==> src/rtl/ipck_pkg.sv <==
package ipck_pkg;

    localparam logic [15:0] ETYPE_IPV4   = 16'h0800;
    localparam logic [15:0] ETYPE_IPV6   = 16'h86DD;
    localparam int          ETYPE_OFF    = 12;
    localparam int          HDR_OFF      = 14;
    localparam int          CSUM_REL     = 10;
    localparam int          V6_FIXED     = 40;
    localparam int          V6_NH_REL    = 6;
    localparam int          V4_MIN_WORDS = 5;

    typedef enum logic [3:0] {
        ST_IDLE,
        ST_TYPE_HI,
        ST_TYPE_LO,
        ST_VERSION,
        ST_SUM,
        ST_FOLD,
        ST_WR_HI,
        ST_WR_LO,
        ST_V6_NH,
        ST_EXT_CHK,
        ST_EXT_NH,
        ST_EXT_LEN,
        ST_DONE
    } ipck_state_e;

    function automatic logic is_v6_ext(input logic [7:0] code);
        return (code == 8'd0) || (code == 8'd43) || (code == 8'd44) || (code == 8'd60);
    endfunction

endpackage

==> src/rtl/ipck_acc.sv <==
module ipck_acc #(
    parameter int ACC_W = 22
) (
    input  logic        clk,
    input  logic        rst_n,
    input  logic        clr,
    input  logic        add_en,
    input  logic        add_hi,
    input  logic [7:0]  data_in,
    output logic [15:0] csum_out
);
    localparam int TOP_W = ACC_W - 16;

    logic [ACC_W-1:0] acc_q;
    logic [ACC_W-1:0] addend;
    logic [16:0]      fold1;
    logic [16:0]      fold2;

    assign addend = add_hi ? ACC_W'({data_in, 8'h00}) : ACC_W'(data_in);

    always_ff @(posedge clk or negedge rst_n) begin
        if (!rst_n) begin
            acc_q <= '0;
        end else if (clr) begin
            acc_q <= '0;
        end else if (add_en) begin
            acc_q <= acc_q + addend;
        end
    end

    always_comb begin
        fold1    = {1'b0, acc_q[15:0]} + 17'(acc_q[ACC_W-1 -: TOP_W]);
        fold2    = {1'b0, fold1[15:0]} + 17'(fold1[16]);
        csum_out = ~fold2[15:0];
    end

    AST_ACC_HEADROOM: assert property (@(posedge clk) disable iff (!rst_n)
        add_en |-> !acc_q[ACC_W-1]);

endmodule

==> src/rtl/iphdr_csum_ins.sv <==
module iphdr_csum_ins
    import ipck_pkg::*;
#(
    parameter int LEN_W   = 12,
    parameter int MAX_EXT = 4,
    parameter int ACC_W   = 22
) (
    input  logic             clk,
    input  logic             rst_n,
    input  logic             start,
    input  logic             store_fwd,
    input  logic [LEN_W-1:0] frame_len,
    output logic             mem_rd,
    output logic             mem_we,
    output logic [LEN_W-1:0] mem_addr,
    output logic [7:0]       mem_wdata,
    input  logic [7:0]       mem_rdata,
    output logic             done,
    output logic             hdr_err
);
    localparam int OW    = LEN_W + 2;
    localparam int CNT_W = $clog2(MAX_EXT + 1);

    ipck_state_e      state, nxt;
    logic [LEN_W-1:0] len_q;
    logic [7:0]       type_hi_q;
    logic             is_v4_q;
    logic [5:0]       hl_q;
    logic [5:0]       rel_q;
    logic [7:0]       nh_q;
    logic [OW-1:0]    off_q;
    logic [CNT_W-1:0] ext_cnt_q;
    logic [15:0]      csum_q;
    logic             err_q;

    logic             err_set;
    logic             acc_clr, acc_add, acc_hi;
    logic [7:0]       acc_byte;
    logic [15:0]      acc_csum;
    logic [15:0]      type_w;
    logic [OW-1:0]    len_w, v4_end, ext_len;

    assign type_w  = {type_hi_q, mem_rdata};
    assign len_w   = OW'(len_q);
    assign v4_end  = OW'(HDR_OFF) + OW'({mem_rdata[3:0], 2'b00});
    assign ext_len = OW'({mem_rdata, 3'b000}) + OW'(8);

    ipck_acc #(.ACC_W(ACC_W)) i_acc (
        .clk      (clk),
        .rst_n    (rst_n),
        .clr      (acc_clr),
        .add_en   (acc_add),
        .add_hi   (acc_hi),
        .data_in  (acc_byte),
        .csum_out (acc_csum)
    );

    // state register and datapath captures
    always_ff @(posedge clk or negedge rst_n) begin
        if (!rst_n) begin
            state     <= ST_IDLE;
            len_q     <= '0;
            type_hi_q <= '0;
            is_v4_q   <= 1'b0;
            hl_q      <= '0;
            rel_q     <= '0;
            nh_q      <= '0;
            off_q     <= '0;
            ext_cnt_q <= '0;
            csum_q    <= '0;
            err_q     <= 1'b0;
        end else begin
            state <= nxt;
            unique case (state)
                ST_IDLE: if (start) begin
                    len_q <= frame_len;
                    err_q <= 1'b0;
                end
                ST_TYPE_HI: type_hi_q <= mem_rdata;
                ST_TYPE_LO: is_v4_q   <= (type_w == ETYPE_IPV4);
                ST_VERSION: begin
                    hl_q  <= {mem_rdata[3:0], 2'b00};
                    rel_q <= 6'd1;
                end
                ST_SUM:  rel_q  <= rel_q + 6'd1;
                ST_FOLD: csum_q <= acc_csum;
                ST_V6_NH: begin
                    nh_q      <= mem_rdata;
                    off_q     <= OW'(HDR_OFF + V6_FIXED);
                    ext_cnt_q <= '0;
                end
                ST_EXT_NH: nh_q <= mem_rdata;
                ST_EXT_LEN: begin
                    off_q     <= off_q + ext_len;
                    ext_cnt_q <= ext_cnt_q + 1'b1;
                end
                default: ;
            endcase
            if (err_set) err_q <= 1'b1;
        end
    end

    // next state and outputs
    always_comb begin
        nxt       = state;
        mem_rd    = 1'b0;
        mem_we    = 1'b0;
        mem_addr  = '0;
        mem_wdata = '0;
        err_set   = 1'b0;
        acc_clr   = 1'b0;
        acc_add   = 1'b0;
        acc_hi    = 1'b0;
        acc_byte  = mem_rdata;
        unique case (state)
            ST_IDLE: if (start) begin
                acc_clr = 1'b1;
                if (!store_fwd || frame_len < LEN_W'(HDR_OFF)) begin
                    nxt = ST_DONE;
                end else begin
                    mem_rd   = 1'b1;
                    mem_addr = LEN_W'(ETYPE_OFF);
                    nxt      = ST_TYPE_HI;
                end
            end
            ST_TYPE_HI: begin
                mem_rd   = 1'b1;
                mem_addr = LEN_W'(ETYPE_OFF + 1);
                nxt      = ST_TYPE_LO;
            end
            ST_TYPE_LO: begin
                if (type_w == ETYPE_IPV4 || type_w == ETYPE_IPV6) begin
                    if (len_q < LEN_W'(HDR_OFF + 1)) begin
                        err_set = 1'b1;
                        nxt     = ST_DONE;
                    end else begin
                        mem_rd   = 1'b1;
                        mem_addr = LEN_W'(HDR_OFF);
                        nxt      = ST_VERSION;
                    end
                end else begin
                    nxt = ST_DONE;
                end
            end
            ST_VERSION: begin
                if (is_v4_q) begin
                    if (mem_rdata[7:4] != 4'd4 || mem_rdata[3:0] < 4'(V4_MIN_WORDS)
                        || v4_end > len_w) begin
                        err_set = 1'b1;
                        nxt     = ST_DONE;
                    end else begin
                        acc_add  = 1'b1;
                        acc_hi   = 1'b1;
                        mem_rd   = 1'b1;
                        mem_addr = LEN_W'(HDR_OFF + 1);
                        nxt      = ST_SUM;
                    end
                end else begin
                    if (mem_rdata[7:4] != 4'd6 || len_q < LEN_W'(HDR_OFF + V6_FIXED)) begin
                        err_set = 1'b1;
                        nxt     = ST_DONE;
                    end else begin
                        mem_rd   = 1'b1;
                        mem_addr = LEN_W'(HDR_OFF + V6_NH_REL);
                        nxt      = ST_V6_NH;
                    end
                end
            end
            ST_SUM: begin
                acc_add  = 1'b1;
                acc_hi   = !rel_q[0];
                acc_byte = (rel_q == 6'(CSUM_REL) || rel_q == 6'(CSUM_REL + 1)) ? 8'h00 : mem_rdata;
                if ({1'b0, rel_q} + 7'd1 < {1'b0, hl_q}) begin
                    mem_rd   = 1'b1;
                    mem_addr = LEN_W'(HDR_OFF) + LEN_W'(rel_q) + LEN_W'(1);
                end else begin
                    nxt = ST_FOLD;
                end
            end
            ST_FOLD: nxt = ST_WR_HI;
            ST_WR_HI: begin
                mem_we    = 1'b1;
                mem_addr  = LEN_W'(HDR_OFF + CSUM_REL);
                mem_wdata = csum_q[15:8];
                nxt       = ST_WR_LO;
            end
            ST_WR_LO: begin
                mem_we    = 1'b1;
                mem_addr  = LEN_W'(HDR_OFF + CSUM_REL + 1);
                mem_wdata = csum_q[7:0];
                nxt       = ST_DONE;
            end
            ST_V6_NH: nxt = ST_EXT_CHK;
            ST_EXT_CHK: begin
                if (is_v6_ext(nh_q) && ext_cnt_q < CNT_W'(MAX_EXT)) begin
                    if (off_q + OW'(2) > len_w) begin
                        err_set = 1'b1;
                        nxt     = ST_DONE;
                    end else begin
                        mem_rd   = 1'b1;
                        mem_addr = off_q[LEN_W-1:0];
                        nxt      = ST_EXT_NH;
                    end
                end else begin
                    nxt = ST_DONE;
                end
            end
            ST_EXT_NH: begin
                mem_rd   = 1'b1;
                mem_addr = off_q[LEN_W-1:0] + LEN_W'(1);
                nxt      = ST_EXT_LEN;
            end
            ST_EXT_LEN: begin
                if (off_q + ext_len > len_w) begin
                    err_set = 1'b1;
                    nxt     = ST_DONE;
                end else begin
                    nxt = ST_EXT_CHK;
                end
            end
            ST_DONE: nxt = ST_IDLE;
            default: nxt = ST_IDLE;
        endcase
    end

    assign done    = (state == ST_DONE);
    assign hdr_err = err_q;

    AST_DONE_SINGLE: assert property (@(posedge clk) disable iff (!rst_n)
        done |=> !done);
    AST_START_IDLE: assert property (@(posedge clk) disable iff (!rst_n)
        start |-> state == ST_IDLE);
    AST_WRITE_CSUM_ONLY: assert property (@(posedge clk) disable iff (!rst_n)
        mem_we |-> (mem_addr == LEN_W'(24) || mem_addr == LEN_W'(25)));
    AST_NO_WRITE_ERR: assert property (@(posedge clk) disable iff (!rst_n)
        mem_we |-> !hdr_err);
    AST_READ_IN_FRAME: assert property (@(posedge clk) disable iff (!rst_n)
        mem_rd |-> mem_addr < ((state == ST_IDLE) ? frame_len : len_q));
    AST_RD_WE_EXCL: assert property (@(posedge clk) disable iff (!rst_n)
        !(mem_rd && mem_we));
    AST_BYPASS_QUICK: assert property (@(posedge clk) disable iff (!rst_n)
        (state == ST_IDLE && start && !store_fwd) |=> (done && !hdr_err));

endmodule

==> config.mk <==
export PLATFORM = sky130hd
export DESIGN_NAME = iphdr_csum_ins
export DESIGN_NICKNAME = d
export VERILOG_FILES = /design/src/rtl/ipck_pkg.sv /design/src/rtl/ipck_acc.sv /design/src/rtl/iphdr_csum_ins.sv
export SDC_FILE = /design/constraint.sdc
export NUM_CORES = 1
export LEC_CHECK = 0
export BUFFER_PORTS_ARGS = -buffer_cell sky130_fd_sc_hd__clkbuf_2
export CAP_MARGIN = 5
export CORE_MARGIN = 2
export CORE_UTILIZATION = 35
export CTS_CLUSTER_SIZE = 30
export DETAILED_ROUTE_END_ITERATION = 10
export GPL_TIMING_DRIVEN = 0
export PLACE_DENSITY = 0.62
export SETUP_SLACK_MARGIN = 0.4
export SLEW_MARGIN = 5
export SYNTH_ARGS = -nofsm -noshare
export SYNTH_HDL_FRONTEND = slang
export SYNTH_HIERARCHICAL = 1
export SYNTH_SLANG_ARGS = --single-unit
==> constraint.sdc <==
create_clock -name clk -period 4.85 [get_ports clk]
set_input_delay 0.7275 -clock clk [delete_from_list [all_inputs] [get_ports clk]]
set_output_delay 0.7275 -clock clk [all_outputs]
set_load 0.005 [all_outputs]
Word level (Yosys, flattened, before mapping)

Index checks and enable logic that the tools add are counted.

Register bits after elaboration: 99
Bits of input ports: 24
Word-level logic and storage cells: 144

$add $sub $neg: 13
Magnitude comparators: 9
Equal/unequal tests: 23
Multiplexer cells: 61
Bitwise operators: 1
Reductions and logical operators: 25

Operator list:

| kind                                                         | number |
|---|---|
| one-hot mux 12 bit (9 select lines)                          | 1 |
| 2-to-1 mux 4 bit                                             | 13 |
| one-hot mux 4 bit (12 select lines)                          | 1 |
| 2-to-1 mux 22 bit                                            | 2 |
| 2-to-1 mux 12 bit                                            | 3 |
| greater-than comparator 14 x 12 -> 1 bit                     | 2 |
| one-hot mux 14 bit (2 select lines)                          | 1 |
| 2-to-1 mux 1 bit                                             | 25 |
| equality test 8 x 6 -> 1 bit (second input constant)         | 3 |
| less-than comparator 12 x 4 -> 1 bit (second input constant) | 2 |
| 2-to-1 mux 8 bit                                             | 3 |
| adder 22 bit                                                 | 1 |
| equality test 4 bit (second input constant)                  | 5 |
| adder 16 x 6 -> 17 bit                                       | 1 |
| adder 16 x 1 -> 16 bit                                       | 1 |
| equality test 16 x 12 -> 1 bit (second input constant)       | 1 |
| equality test 16 bit (second input constant)                 | 1 |
| equality test 4 x 3 -> 1 bit (second input constant)         | 4 |
| 2-to-1 mux 16 bit                                            | 1 |
| inverter 16 bit                                              | 1 |
| one-hot mux 8 bit (2 select lines)                           | 1 |
| adder 14 x 12 -> 14 bit                                      | 1 |
| adder 14 x 2 -> 14 bit (second input constant)               | 1 |
| adder 4 x 6 -> 7 bit (first input constant)                  | 2 |
| 31 further kinds                                             | 55 |

Depth between registers and ports, before layout

Gate-level depths: netlist of run 1.

Depth after elaboration: 10
Mapped depth: 20
Gate-level depth less buffers: 20

Cells and area by module

Netlist of run 1, hierarchy kept.

By module, submodules not included:

| module         | times used | cells an instance | area each (um^2) | seq. area each (um^2) |
|---|---|---|---|---|
| iphdr_csum_ins | 1          | 574               | 5335.1           | 1876.8 |
| ipck_acc       | 1          | 348               | 2761.4           | 550.5 |

Worst setup path after synthesis of run 1

OpenSTA, ideal clock, no wires.

Kind: input -> register
Start point: in mem_rdata[2]
End point: reg i_acc.acc_q[18]
Arrival time: 4384 ps
Required time: 4725 ps
Path slack: 341 ps
Stages on the path: 19
Cell sequence: buf_6 o21ai_0 xnor2_1 ha_1 a21o_1 a21o_1 o221ai_1 nand3_1 o21ai_0 clkbuf_1 nor2b_1 ha_1 a21o_1 a21oi_1 nand2_1 o22a_1 a221oi_1 o21ai_0 mux2_2

Cells in the longest elaborated chain, start to end: 10
Elaborated cells on any way between the ends: 16
Classes of those cells: 2 x add/sub; 2 x order compare; 9 x mux; 3 x reduce/logical

RTL lines:

| what                                                                               | RTL line                                     | source |
|---|---|---|
| from (decl)                                                                        | iphdr_csum_ins.sv:17                         | `input logic [7:0] mem_rdata,` |
| adder 4 x 6 -> 7 bit / less-than comparator 4 x 3 -> 1 bit (equally long branches) | iphdr_csum_ins.sv:45, iphdr_csum_ins.sv:147  |  |
| greater-than comparator 7 x 12 -> 1 bit / logical OR 1 bit (equally long branches) | iphdr_csum_ins.sv:148, iphdr_csum_ins.sv:147 |  |
| logical OR 1 bit *                                                                 | iphdr_csum_ins.sv:148                        | `\|\| v4_end > len_w) begin` |
| 2-to-1 mux 1 bit *                                                                 | iphdr_csum_ins.sv:147                        | `if (mem_rdata[7:4] != 4'd4 \|\| mem_rdata[3:0] < 4'(V4_MIN_WORDS)` |
| 2-to-1 mux 1 bit *                                                                 | iphdr_csum_ins.sv:146                        | `if (is_v4_q) begin` |
| one-hot mux 1 bit (2 select lines) *                                               | iphdr_csum_ins.sv:115                        | `unique case (state)` |
| net acc_hi                                                                         | iphdr_csum_ins.sv:37                         | `logic acc_clr, acc_add, acc_hi;` |
| 2-to-1 mux 16 bit *                                                                | ipck_acc.sv:19                               | `assign addend = add_hi ? ACC_W'({data_in, 8'h00}) : ACC_W'(data_in);` |
| adder 22 bit *                                                                     | ipck_acc.sv:27                               | `acc_q <= acc_q + addend;` |
| 2-to-1 mux 22 bit *                                                                | ipck_acc.sv:26                               | `end else if (add_en) begin` |
| 2-to-1 mux 22 bit *                                                                | ipck_acc.sv:24                               | `end else if (clr) begin` |
| to (signal assigned)                                                               | ipck_acc.sv:27                               |  |
| to (decl)                                                                          | ipck_acc.sv:14                               | `logic [ACC_W-1:0] acc_q;` |

The timed path passes the listed nets; every way through them passes the cells marked *. The select of a mux whose other input is x is not followed.
A chain may end at the register's enable or synchronous reset.

Worst setup path in the final report of run 1

Start point: reg off_q[2]
End point: out mem_addr[5]

Cells in the longest elaborated chain, start to end: 5
Elaborated cells on any way between the ends: 6
Classes of those cells: 2 x add/sub; 1 x order compare; 3 x mux

RTL lines:

| what                                     | RTL line              | source |
|---|---|---|
| from (decl)                              | iphdr_csum_ins.sv:31  | `logic [OW-1:0] off_q;` |
| from (signal assigned)                   | iphdr_csum_ins.sv:89  | `off_q <= OW'(HDR_OFF + V6_FIXED);` |
| from (signal assigned)                   | iphdr_csum_ins.sv:94  | `off_q <= off_q + ext_len;` |
| adder 14 x 2 -> 14 bit                   | iphdr_csum_ins.sv:196 | `if (off_q + OW'(2) > len_w) begin` |
| greater-than comparator 14 x 12 -> 1 bit | iphdr_csum_ins.sv:196 |  |
| 2-to-1 mux 12 bit                        | iphdr_csum_ins.sv:196 |  |
| 2-to-1 mux 12 bit                        | iphdr_csum_ins.sv:195 | `if (is_v6_ext(nh_q) && ext_cnt_q < CNT_W'(MAX_EXT)) begin` |
| one-hot mux 12 bit (9 select lines) *    | iphdr_csum_ins.sv:115 |  |
| to (decl)                                | iphdr_csum_ins.sv:15  | `output logic [LEN_W-1:0] mem_addr,` |

Every way passes the cells marked *; elsewhere a longest branch is shown, timed or not.

==> flow_summary.json, run 1 <==
{
  "via_per_inst": 5.50,
  "path_delay_family": "compound AO/OA/AOI/OAI gates",
  "clkSinkCount": 97,
  "critPathMaxStageDelay_ps": 420,
  "vias": 7081,
  "path_class": "flop to output port",
  "rrSetupSlack_ps": 650,
  "syn_avg_cell_area_sq_um": 8.78,
  "layout_common_cells": "94 x dfrtp_1, 83 x nor2_1, 75 x ha_1, 72 x nand2_1, 53 x o21ai_0",
  "holdWs_ps": 436,
  "stdcell_count": 1288,
  "status": "finished clean",
  "gp_congestion": 0.893,
  "synth_fp_nets": 1026,
  "overflow": 0,
  "vdd_drop_max_v": 0.000338,
  "start_kind": "flop",
  "ys_seq_area_share_pct": 30.0,
  "routed_wl_um": 22100,
  "dp_cells": 1254,
  "post_drt_wl_per_cell_um": 17.2,
  "core_area_sq_um": 22600,
  "hold_viol": 0,
  "synth_area_sq_um": 8100,
  "leakage_nw": 4.02,
  "arrival_ps": 3530,
  "path_cells": "clkinvlp_4 -> nor4_4 -> and4_1 -> xnor2_1 -> ha_1 -> and3_1 -> a221oi_2 -> o221ai_1 -> a21oi_2 -> a22oi_2 -> buf_6 -> o22ai_1 -> clkbuf_2",
  "nNetsFinal": 1102,
  "r2r_end": "csum_q[14]",
  "clock_latency_ps": 360,
  "hold_buffers": 0,
  "max-clock-path-buffers": 2,
  "drc_errors": 0,
  "portBuffers": 47,
  "first_iter_violations": 327,
  "drv_slew": 0,
  "rsz0062_at_grt": "true",
  "synth_cell_type_count": 77,
  "holdCritPathClass": "input pin to asynchronous set/reset pin",
  "dieWidth_um": 156,
  "root_buffer": "clkbuf_16",
  "ant_nets": 0,
  "maxCapViolations": 0,
  "tritoncts": "done",
  "finalCritPeriodShare_pct": 87.7,
  "fmax_ghz": 0.235,
  "post-dp-hpwl_um": 16800,
  "ys.flop_type": "dfrtp_1",
  "reg2reg_from": "i_acc/acc_q[0]",
  "pin_count": 48,
  "cellPowerDensity_nw_per_um2": 556,
  "dieArea_sq_um": 24400,
  "final_common_cell": "dfrtp_1",
  "critPathRequiredTime_ps": 4120,
  "slowest_stage": "dfrtp_2",
  "period_minus_slack_ps": 4250,
  "ys_ff_latch": 97,
  "fin_skew_ps": 13.5,
  "worst_slew_pin_slew_ps": 818,
  "maxSlewHeadroom_pct": 45.5,
  "area_growth_pct": 15.6,
  "path_buf_inv": 3,
  "synth_edf_count": 0,
  "first_pass_iters": 5,
  "grt_usage_pct": 18.8,
  "setup_viol": 0,
  "timing.setup.tns_ps": 0,
  "yosysWarnings": 6,
  "num_rows": 55,
  "grt_pass1_wl_um": 36300,
  "cts_made_buffers": 9,
  "async_reset_ff_share_pct": 100,
  "end_kind": "output port",
  "drive_gt1_share_pct": 17.4,
  "grt_antenna_before_repair": 0,
  "antenna_cells": 0,
  "cts-htree-levels": 3,
  "first_global_vias": 6972,
  "cts.clk_slew.worst_paths_ps": 80,
  "start_util_pct": 35.8,
  "r2r_cells": 16,
  "cp_max_fo": 10,
  "die_height_um": 156,
  "grt_max_degree": 98,
  "syn_inst": 922
}
## Yosys cell counts, types with 6 or more instances
| master | n | area, sq um |
|---|---|---|
| a211oi_1 | 9 | 67.6 |
| a21o_1 | 19 | 143 |
| a21oi_1 | 43 | 215 |
| a22o_1 | 10 | 87.6 |
| a31oi_1 | 7 | 43.8 |
| and2_1 | 12 | 75.1 |
| and3_1 | 12 | 75.1 |
| buf_2 | 6 | 30.0 |
| clkbuf_1 | 20 | 75.1 |
| dfrtp_1 | 97 | 2430 |
| ha_1 | 77 | 963 |
| inv_1 | 53 | 199 |
| mux2_2 | 34 | 383 |
| mux2i_1 | 18 | 180 |
| nand2_1 | 72 | 270 |
| nand2b_1 | 10 | 62.6 |
| nand3_1 | 25 | 125 |
| nand3b_1 | 8 | 60.1 |
| nand4_1 | 10 | 62.6 |
| nor2_1 | 83 | 312 |
| nor2b_1 | 25 | 156 |
| nor3_1 | 17 | 85.1 |
| o211ai_1 | 6 | 45.0 |
| o21a_1 | 9 | 67.6 |
| o21ai_0 | 59 | 295 |
| o22ai_1 | 9 | 56.3 |
| xnor2_1 | 48 | 420 |
| xor2_1 | 12 | 105 |
## through the flow
| stage | setup slack, ps | util [%] | total power (W) | area [sq um] |
|---|---|---|---|---|
| detailed placement | -721 | 38.4 | 0.00421 | 8700 |
| global route | 372 | 41.3 | 0.00567 | 9360 |
| CTS | 375 | 40.5 | 0.00513 | 9170 |
| floorplan | 477 | - | 0.00345 | 8100 |
| global placement | -722 | 38.4 | 0.00416 | 8690 |
| finish | 597 | 41.3 | 0.00520 | 9360 |
## layer usage
metal | vias up | routed length, um | global-route usage (%)
li1 | 3482 | - | -
met1 | 3424 | 10100 | 24.3
met2 | 147 | 10700 | 32.5
met3 | 28 | 890 | 3.31
met4 | 0 | 383 | 5.02
met5 | - | 0 | 0
## area by class of cell
class	instances	area, sq um
clock buffer	10	229
fill	2254	13300
clock inverter	6	114
multi-input combinational	738	5450
sequential	97	2430
buffer	34	198
inverter	53	203
tap	285	357
timing repair buffer	65	382
## worst max path at each step
stage                           end  cells past startpoint    startpoint
global placement    i_acc/acc_q[18]                     20  mem_rdata[0]
detailed placement  i_acc/acc_q[18]                     20  mem_rdata[0]
floorplan           i_acc/acc_q[18]                     19  mem_rdata[2]
CTS                 i_acc/acc_q[18]                     21  mem_rdata[0]
finish                  mem_addr[5]                     13      off_q[2]
global route        i_acc/acc_q[13]                     20  mem_rdata[2]
## registers in the layout (all words and copies together), names as in the netlist
| name | flops |
|---|---|
| csum_q | 16 |
| ext_cnt_q | 3 |
| hdr_err | 1 |
| hl_q | 4 |
| i_acc/acc_q | 22 |
| is_v4_q | 1 |
| len_q | 12 |
| nh_q | 8 |
| off_q | 12 |
| rel_q | 6 |
| state | 4 |
| type_hi_q | 8 |
## where the power goes
part / internal (W) / total [W] / switching (W)
logic: 0.00127 / 0.00293 / 0.00167
registers: 0.00113 / 0.00143 / 0.000297
clock network: 0.000507 / 0.000840 / 0.000334
## cell families after synthesis
family,Yosys count,share of synthesized area (%)
buffers and inverters,87,4.68
DFF,97,30.0
and+or+nand+nor,323,21.0
xor gates and xnor gates,60,6.49
muxes,52,6.95
adders and majority gates,80,12.6
AOI/OAI and AO/OA,223,18.3
## what timing repair did
action | in CTS | in global routing
cloned | 0 | 1
hold endpoints to repair | 0 | 0
buffers inserted | 4 | 13
gates resized for setup | 20 | 29
setup endpoints to repair | 29 | 27
pin swaps | 3 | 14
(Power assumes the default switching activity.)
==> run 2: changes to the inputs <==
--- a/config.mk
+++ b/config.mk
@@ -11,6 +11,7 @@
 export CORE_UTILIZATION = 35
 export CTS_CLUSTER_SIZE = 30
 export DETAILED_ROUTE_END_ITERATION = 10
+export GPL_ROUTABILITY_DRIVEN = 1
 export GPL_TIMING_DRIVEN = 0
 export PLACE_DENSITY = 0.62
 export SETUP_SLACK_MARGIN = 0.4
==> constraint.sdc (replaced) <==
create_clock -name clk -period 4.85 [get_ports clk]
set_input_delay 0.97 -clock clk [delete_from_list [all_inputs] [get_ports clk]]
set_output_delay 0.97 -clock clk [all_outputs]
set_load 0.005 [all_outputs]
==> run 2 against run 1 <==
Die area unchanged. Register-to-register slack is essentially flat. First-iteration DRC count rose by 48%. Via count up 3.1%. Maximum frequency fell by 2.8%. Critical endpoint is now mem_addr[2].
==> flow_summary.json, run 2 (synthesized netlist as in run 1, its figures left out) <==
{
  "start_kind": "flop",
  "p_seq_share_pct": 27.4,
  "cellPowerDensity_nw_per_um2": 546,
  "power_frac_comb_pct": 58.8,
  "drv_slew": 0,
  "period_minus_slack_ps": 4380,
  "largest_register_ffs": 22,
  "cts.clk_slew.worst_paths_ps": 70,
  "cts-htree-levels": 3,
  "worst_slew_pin_slew_ps": 829,
  "cp_max_fo": 5,
  "overflow": 0,
  "grt_pass1_wl_um": 35700,
  "routed_wl_um": 22500,
  "via_per_inst": 5.62,
  "clkSinkCount": 97,
  "pin_count": 48,
  "vdd_drop_max_v": 0.000301,
  "fmax_ghz": 0.229,
  "status": "finished clean",
  "grt_antenna_before_repair": 0,
  "layout_common_cells": "93 x dfrtp_1, 83 x nor2_1, 72 x nand2_1, 72 x ha_1, 52 x o21ai_0",
  "maxSlewHeadroom_pct": 44.8,
  "first_iter_violations": 483,
  "gp_congestion": 0.894,
  "grt_max_degree": 98,
  "max-clock-path-buffers": 2,
  "die_height_um": 156,
  "num_rows": 55,
  "first_pass_iters": 4,
  "intPower_w": 0.00284,
  "root_buffer": "clkbuf_16",
  "finalCritPeriodShare_pct": 90.2,
  "critPathMaxStageDelay_ps": 420,
  "critPathRequiredTime_ps": 3880,
  "portBuffers": 47,
  "first_global_vias": 6797,
  "swShare_pct": 45.1,
  "nFillCells": 2307,
  "drc_errors": 0,
  "post-place-ws_ps": -553,
  "pwr-share-clk_pct": 13.8,
  "layout_setup_ws_ps": 474,
  "power.net_switching_w": 0.00233,
  "post_drt_wl_per_cell_um": 17.3,
  "path_cells": "inv_4 -> nor4_4 -> and4_4 -> xnor2_1 -> ha_1 -> a21o_1 -> a221oi_2 -> o221ai_2 -> a21oi_2 -> a22oi_2 -> buf_4 -> o211ai_2 -> clkbuf_2",
  "tritoncts": "done",
  "maxCapViolations": 0,
  "core_area_sq_um": 22600,
  "cts_made_buffers": 9,
  "fin_skew_ps": 9.58,
  "rsz0062_at_grt": "true",
  "vias": 7300,
  "holdCritPathClass": "flop to flop",
  "antenna_cells": 0,
  "slowest_stage": "dfrtp_2",
  "nNetsFinal": 1114,
  "arrival_ps": 3410,
  "leakage_nw": 4.06,
  "final_common_cell": "dfrtp_1",
  "hold_viol": 0,
  "setup_viol": 0,
  "path_class": "flop to output port",
  "ant_nets": 0,
  "start_util_pct": 35.8,
  "total_power_w": 0.00517,
  "end_kind": "output port",
  "area_growth_pct": 17.0,
  "largestRegisters": "i_acc/acc_q: 22 flops, csum_q: 16 flops",
  "utilization_pct": 41.8,
  "clock_latency_ps": 360,
  "grt_usage_pct": 18.6,
  "drive_gt1_share_pct": 19.8,
  "dieArea_sq_um": 24400,
  "dieWidth_um": 156,
  "top_register": "i_acc/acc_q",
  "post-dp-hpwl_um": 16800
}
-- run 2: cell count changes in the layout (fill, tap and decap cells not counted), moves of 2 or more --
| cell | change |
|---|---|
| buf_4 | +13 |
| bufinv_16 | -3 |
| clkbuf_2 | -3 |
| clkbuf_8 | +3 |
| clkinv_2 | +2 |
| ha_1 | -3 |
| ha_4 | +2 |
| inv_1 | -2 |
| inv_4 | +2 |
| o21ai_1 | -3 |
| o21ai_2 | +4 |
-- run 2: power groups by stage --
stage / sequential, W / clock, W / combinational (W)
final: 0.00142 / 0.000715 / 0.00304
after global routing: 0.00147 / 0.000755 / 0.00339
after CTS: 0.00142 / 0.000731 / 0.00290
after detailed placement: 0.00143 / 0 / 0.00279
after global placement: 0.00143 / 0 / 0.00274
after floorplan: 0.00134 / 0 / 0.00212
-- run 2: metrics by stage --
stage / instances / hold slack (ps) / instance area (sq um) / setup TNS, ps
finish: 1300 / 504 / 9470 / 0
global placement: 1254 / 478 / 8710 / -3650
detailed placement: 1254 / 487 / 8710 / -3940
global route: 1300 / 523 / 9470 / 0
floorplan: 922 / 442 / 8110 / 0
CTS: 1281 / 501 / 9220 / 0
-- run 2: critical path: cells and delay by family (launching register included) --
family          cells  cell delay [ps]
compound gates      6             1170
xor+xnor            1              130
fa+ha+maj           1              270
buf+inv             3              400
flops               1              420
simple gates        2              650
-- run 2: final cells by class --
type / count / area, sq um / area share, %
Multi-Input combinational cell: 738 / 5500 / 58.1
Sequential cell: 97 / 2430 / 25.7
Timing Repair Buffer: 77 / 487 / 5.14
Tap cell: 285 / 357 / 3.77
Clock buffer: 12 / 256 / 2.71
Inverter: 53 / 208 / 2.19
Buffer: 34 / 201 / 2.13
Clock inverter: 4 / 26.3 / 0.277
-- run 2: what timing repair did --
item,CTS,global route
resized for setup,35,36
hold buffers,0,0
buffers inserted,10,18
setup endpoints to repair,31,32
pin swaps,11,24
endpoints found under the hold margin,0,0
gates cloned,1,1
-- run 2: layer usage --
| metal | vias up | track usage, % | share of wire [%] |
|---|---|---|---|
| li1 | 3524 | - | - |
| met1 | 3556 | 24.4 | 45 |
| met2 | 186 | 31.5 | 48 |
| met3 | 34 | 3.06 | 4.4 |
| met4 | 0 | 5.33 | 1.9 |
| met5 | - | 0 | 0 |
-- run 2: final timing paths --
kind,startpoint,endpoint,slack (ps),depth (start not counted)
setup / recovery,off_q[3],mem_addr[2],470,13
hold / removal,is_v4_q,is_v4_q,500,2
setup reg to reg,i_acc/acc_q[0],csum_q[14],650,16
hold reg to reg,is_v4_q,is_v4_q,500,2
max in group asynchronous,rst_n,off_q[5],3540,1
min in group asynchronous,rst_n,i_acc/acc_q[18],660,1
==> run 3: changes to the inputs <==
--- a/config.mk
+++ b/config.mk
@@ -8,12 +8,12 @@
 export BUFFER_PORTS_ARGS = -buffer_cell sky130_fd_sc_hd__clkbuf_2
 export CAP_MARGIN = 5
 export CORE_MARGIN = 2
-export CORE_UTILIZATION = 35
+export CORE_UTILIZATION = 40
+export CTS_BUF_LIST = sky130_fd_sc_hd__clkbuf_16
 export CTS_CLUSTER_SIZE = 30
 export DETAILED_ROUTE_END_ITERATION = 10
 export GPL_ROUTABILITY_DRIVEN = 1
 export GPL_TIMING_DRIVEN = 0
-export PLACE_DENSITY = 0.62
 export SETUP_SLACK_MARGIN = 0.4
 export SLEW_MARGIN = 5
 export SYNTH_ARGS = -nofsm -noshare
==> run 3 against run 2 <==
Clock skew up 3.6 ps. Register-to-register slack better by 90 ps. Non-clock buffer count decreased by 6. Hold slack better by 4.5 ps. Flip-flop and latch count is the same. Clock power shrank 1%. Clock-buffer cell count down 3. Maximum frequency fell by 1.6%. Critical endpoint is now mem_addr[5].
==> flow_summary.json, run 3 (synthesized netlist as in run 1, its figures left out) <==
{
  "drv_slew": 0,
  "cts.clk_slew.worst_paths_ps": 80,
  "worst_slew_pin_slew_ps": 821,
  "maxCapViolations": 0,
  "gp_congestion": 0.893,
  "setup_viol": 0,
  "placed_cell_area_sq_um": 8700,
  "holdCritPathClass": "flop to flop",
  "die_height_um": 146,
  "first_iter_violations": 531,
  "path_class": "flop to output port",
  "drive_gt1_share_pct": 20.6,
  "via_per_inst": 5.68,
  "vias": 7266,
  "cellPowerDensity_nw_per_um2": 544,
  "grt_antenna_before_repair": 0,
  "cts-htree-levels": 3,
  "fin_area_sq_um": 9500,
  "tritoncts": "done",
  "final_common_cell": "dfrtp_1",
  "path_delay_family": "compound AO/OA/AOI/OAI gates",
  "critPathMaxStageDelay_ps": 400,
  "area_growth_pct": 17.3,
  "hold_buffers": 0,
  "slowest_stage": "dfrtp_2",
  "maxSlewHeadroom_pct": 45.3,
  "start_kind": "flop",
  "pwr-share-clk_pct": 13.7,
  "start_util_pct": 40.4,
  "num_rows": 52,
  "largestRegisters": "i_acc/acc_q: 22 flops, csum_q: 16 flops",
  "layout_common_cells": "93 x dfrtp_1, 83 x nor2_1, 71 x nand2_1, 71 x ha_1, 51 x o21ai_0",
  "ant_nets": 0,
  "intPower_w": 0.00281,
  "first_global_vias": 7031,
  "swShare_pct": 45.5,
  "largest_register_ffs": 22,
  "path_buf_inv": 3,
  "r2r_cells": 16,
  "hold_viol": 0,
  "first_pass_iters": 7,
  "cts_made_buffers": 9,
  "dieArea_sq_um": 21400,
  "grt_usage_pct": 21.2,
  "arrival_ps": 3480,
  "rsz0062_at_grt": "true",
  "path_cells": "clkinvlp_4 -> nor4_4 -> and4_4 -> xnor2_2 -> ha_1 -> a21o_1 -> a221oi_2 -> o221ai_2 -> a21oi_2 -> a22oi_2 -> buf_6 -> o22ai_2 -> buf_2",
  "dieWidth_um": 146,
  "nNetsFinal": 1108,
  "power.net_switching_w": 0.00235,
  "core_area_sq_um": 20000,
  "period_minus_slack_ps": 4450,
  "holdWs_ps": 508,
  "end_kind": "output port",
  "clkSinkCount": 97,
  "top_register": "i_acc/acc_q",
  "post-dp-hpwl_um": 16800,
  "crit_start": "off_q[2]",
  "hold_path_depth": 2,
  "clock_latency_ps": 360,
  "drc_errors": 0,
  "status": "finished clean",
  "power_frac_comb_pct": 58.7,
  "reg2reg_from": "i_acc/acc_q[0]",
  "vdd_drop_max_v": 0.000313,
  "grt_max_degree": 98,
  "fmax_ghz": 0.225,
  "cp.depth": 13,
  "grt_pass1_wl_um": 36400,
  "antenna_cells": 0,
  "finalCritPeriodShare_pct": 91.7,
  "max-clock-path-buffers": 2,
  "pin_count": 48,
  "post_drt_wl_per_cell_um": 17.5,
  "hp-start": "is_v4_q",
  "portBuffers": 47,
  "critPathRequiredTime_ps": 3880,
  "routed_wl_um": 22300,
  "root_buffer": "clkbuf_16",
  "cp_max_fo": 5,
  "overflow": 0,
  "leakage_nw": 4.08,
  "p_seq_share_pct": 27.7,
  "fin_skew_ps": 13.2
}
run 3: changes by cell type in the layout (fill, tap and decap cells not counted), moves of 2 or more:
cell and delta:
xnor2_1 -2, clkbuf_2 -3, buf_4 -7, nor2b_2 +2
o21ai_1 +2, xnor2_2 +2, buf_2 +3, inv_6 +3
inv_4 -2, nor2b_1 -2
run 3: metal layers:
| layer | global-route usage (%) | wire (um) | share of wire (%) | vias to the layer above |
|---|---|---|---|---|
| met2 | 35.2 | 10500 | 47 | 189 |
| met4 | 8.06 | 526 | 2.4 | 0 |
| met3 | 2.88 | 999 | 4.5 | 34 |
| met5 | 0 | 0 | 0 | - |
| met1 | 28.3 | 10300 | 46 | 3523 |
| li1 | - | - | - | 3520 |
run 3: cell type report:
type,instances,area [sq um]
inverter,53,203
buffer,34,201
clock inverter,7,56.3
multi-input combinational,738,5600
tap,270,338
sequential,97,2430
fill,1977,10500
timing repair buffer,71,448
clock buffer,9,225
run 3: worst register-to-register path, delay by kind of cell, from the launching register on:
| family | cells | cell delay [ps] |
|---|---|---|
| buffers and inverters | 1 | 70 |
| and+or+nand+nor | 7 | 1770 |
| xor gates and xnor gates | 1 | 130 |
| DFF | 1 | 410 |
| adders and majority gates | 4 | 1020 |
| muxes | 1 | 270 |
| AOI/OAI and AO/OA | 2 | 330 |
run 3: power groups by stage:
stage          registers (W)  logic (W)  clock network [W]
4_1_cts              0.00142    0.00291           0.000727
2_1_floorplan        0.00134    0.00212                  0
3_3_place_gp         0.00143    0.00273                  0
5_1_grt              0.00148    0.00339           0.000752
3_5_place_dp         0.00144    0.00277                  0
6_report             0.00143    0.00303           0.000705
run 3: timing repair:
| item | 4_1_cts | 5_1_grt |
|---|---|---|
| pin swaps | 11 | 30 |
| buffers inserted | 14 | 9 |
| cloned | 0 | 1 |
| setup endpoints to repair | 31 | 30 |
| gates resized for setup | 42 | 45 |
run 3: through the flow:
step | utilization (%) | total power (W) | setup WS [ps] | setup TNS [ps] | instances
after CTS | 46.2 | 0.00506 | 399 | 0 | 1269
after detailed placement | 43.4 | 0.00420 | -570 | -3750 | 1239
final | 47.4 | 0.00517 | 403 | 0 | 1279
after global routing | 47.4 | 0.00562 | 312 | 0 | 1279
after global placement | 43.4 | 0.00416 | -550 | -3610 | 1239
after floorplan | - | 0.00346 | 422 | 0 | 922
run 3: worst paths after layout:
path                                    to  slack, ps
max in group asynchronous         off_q[5]       3530
min in group asynchronous  i_acc/acc_q[17]        700
hold / removal                     is_v4_q        510
setup / recovery               mem_addr[5]        400
setup reg to reg                csum_q[14]        740
hold reg to reg                    is_v4_q        510
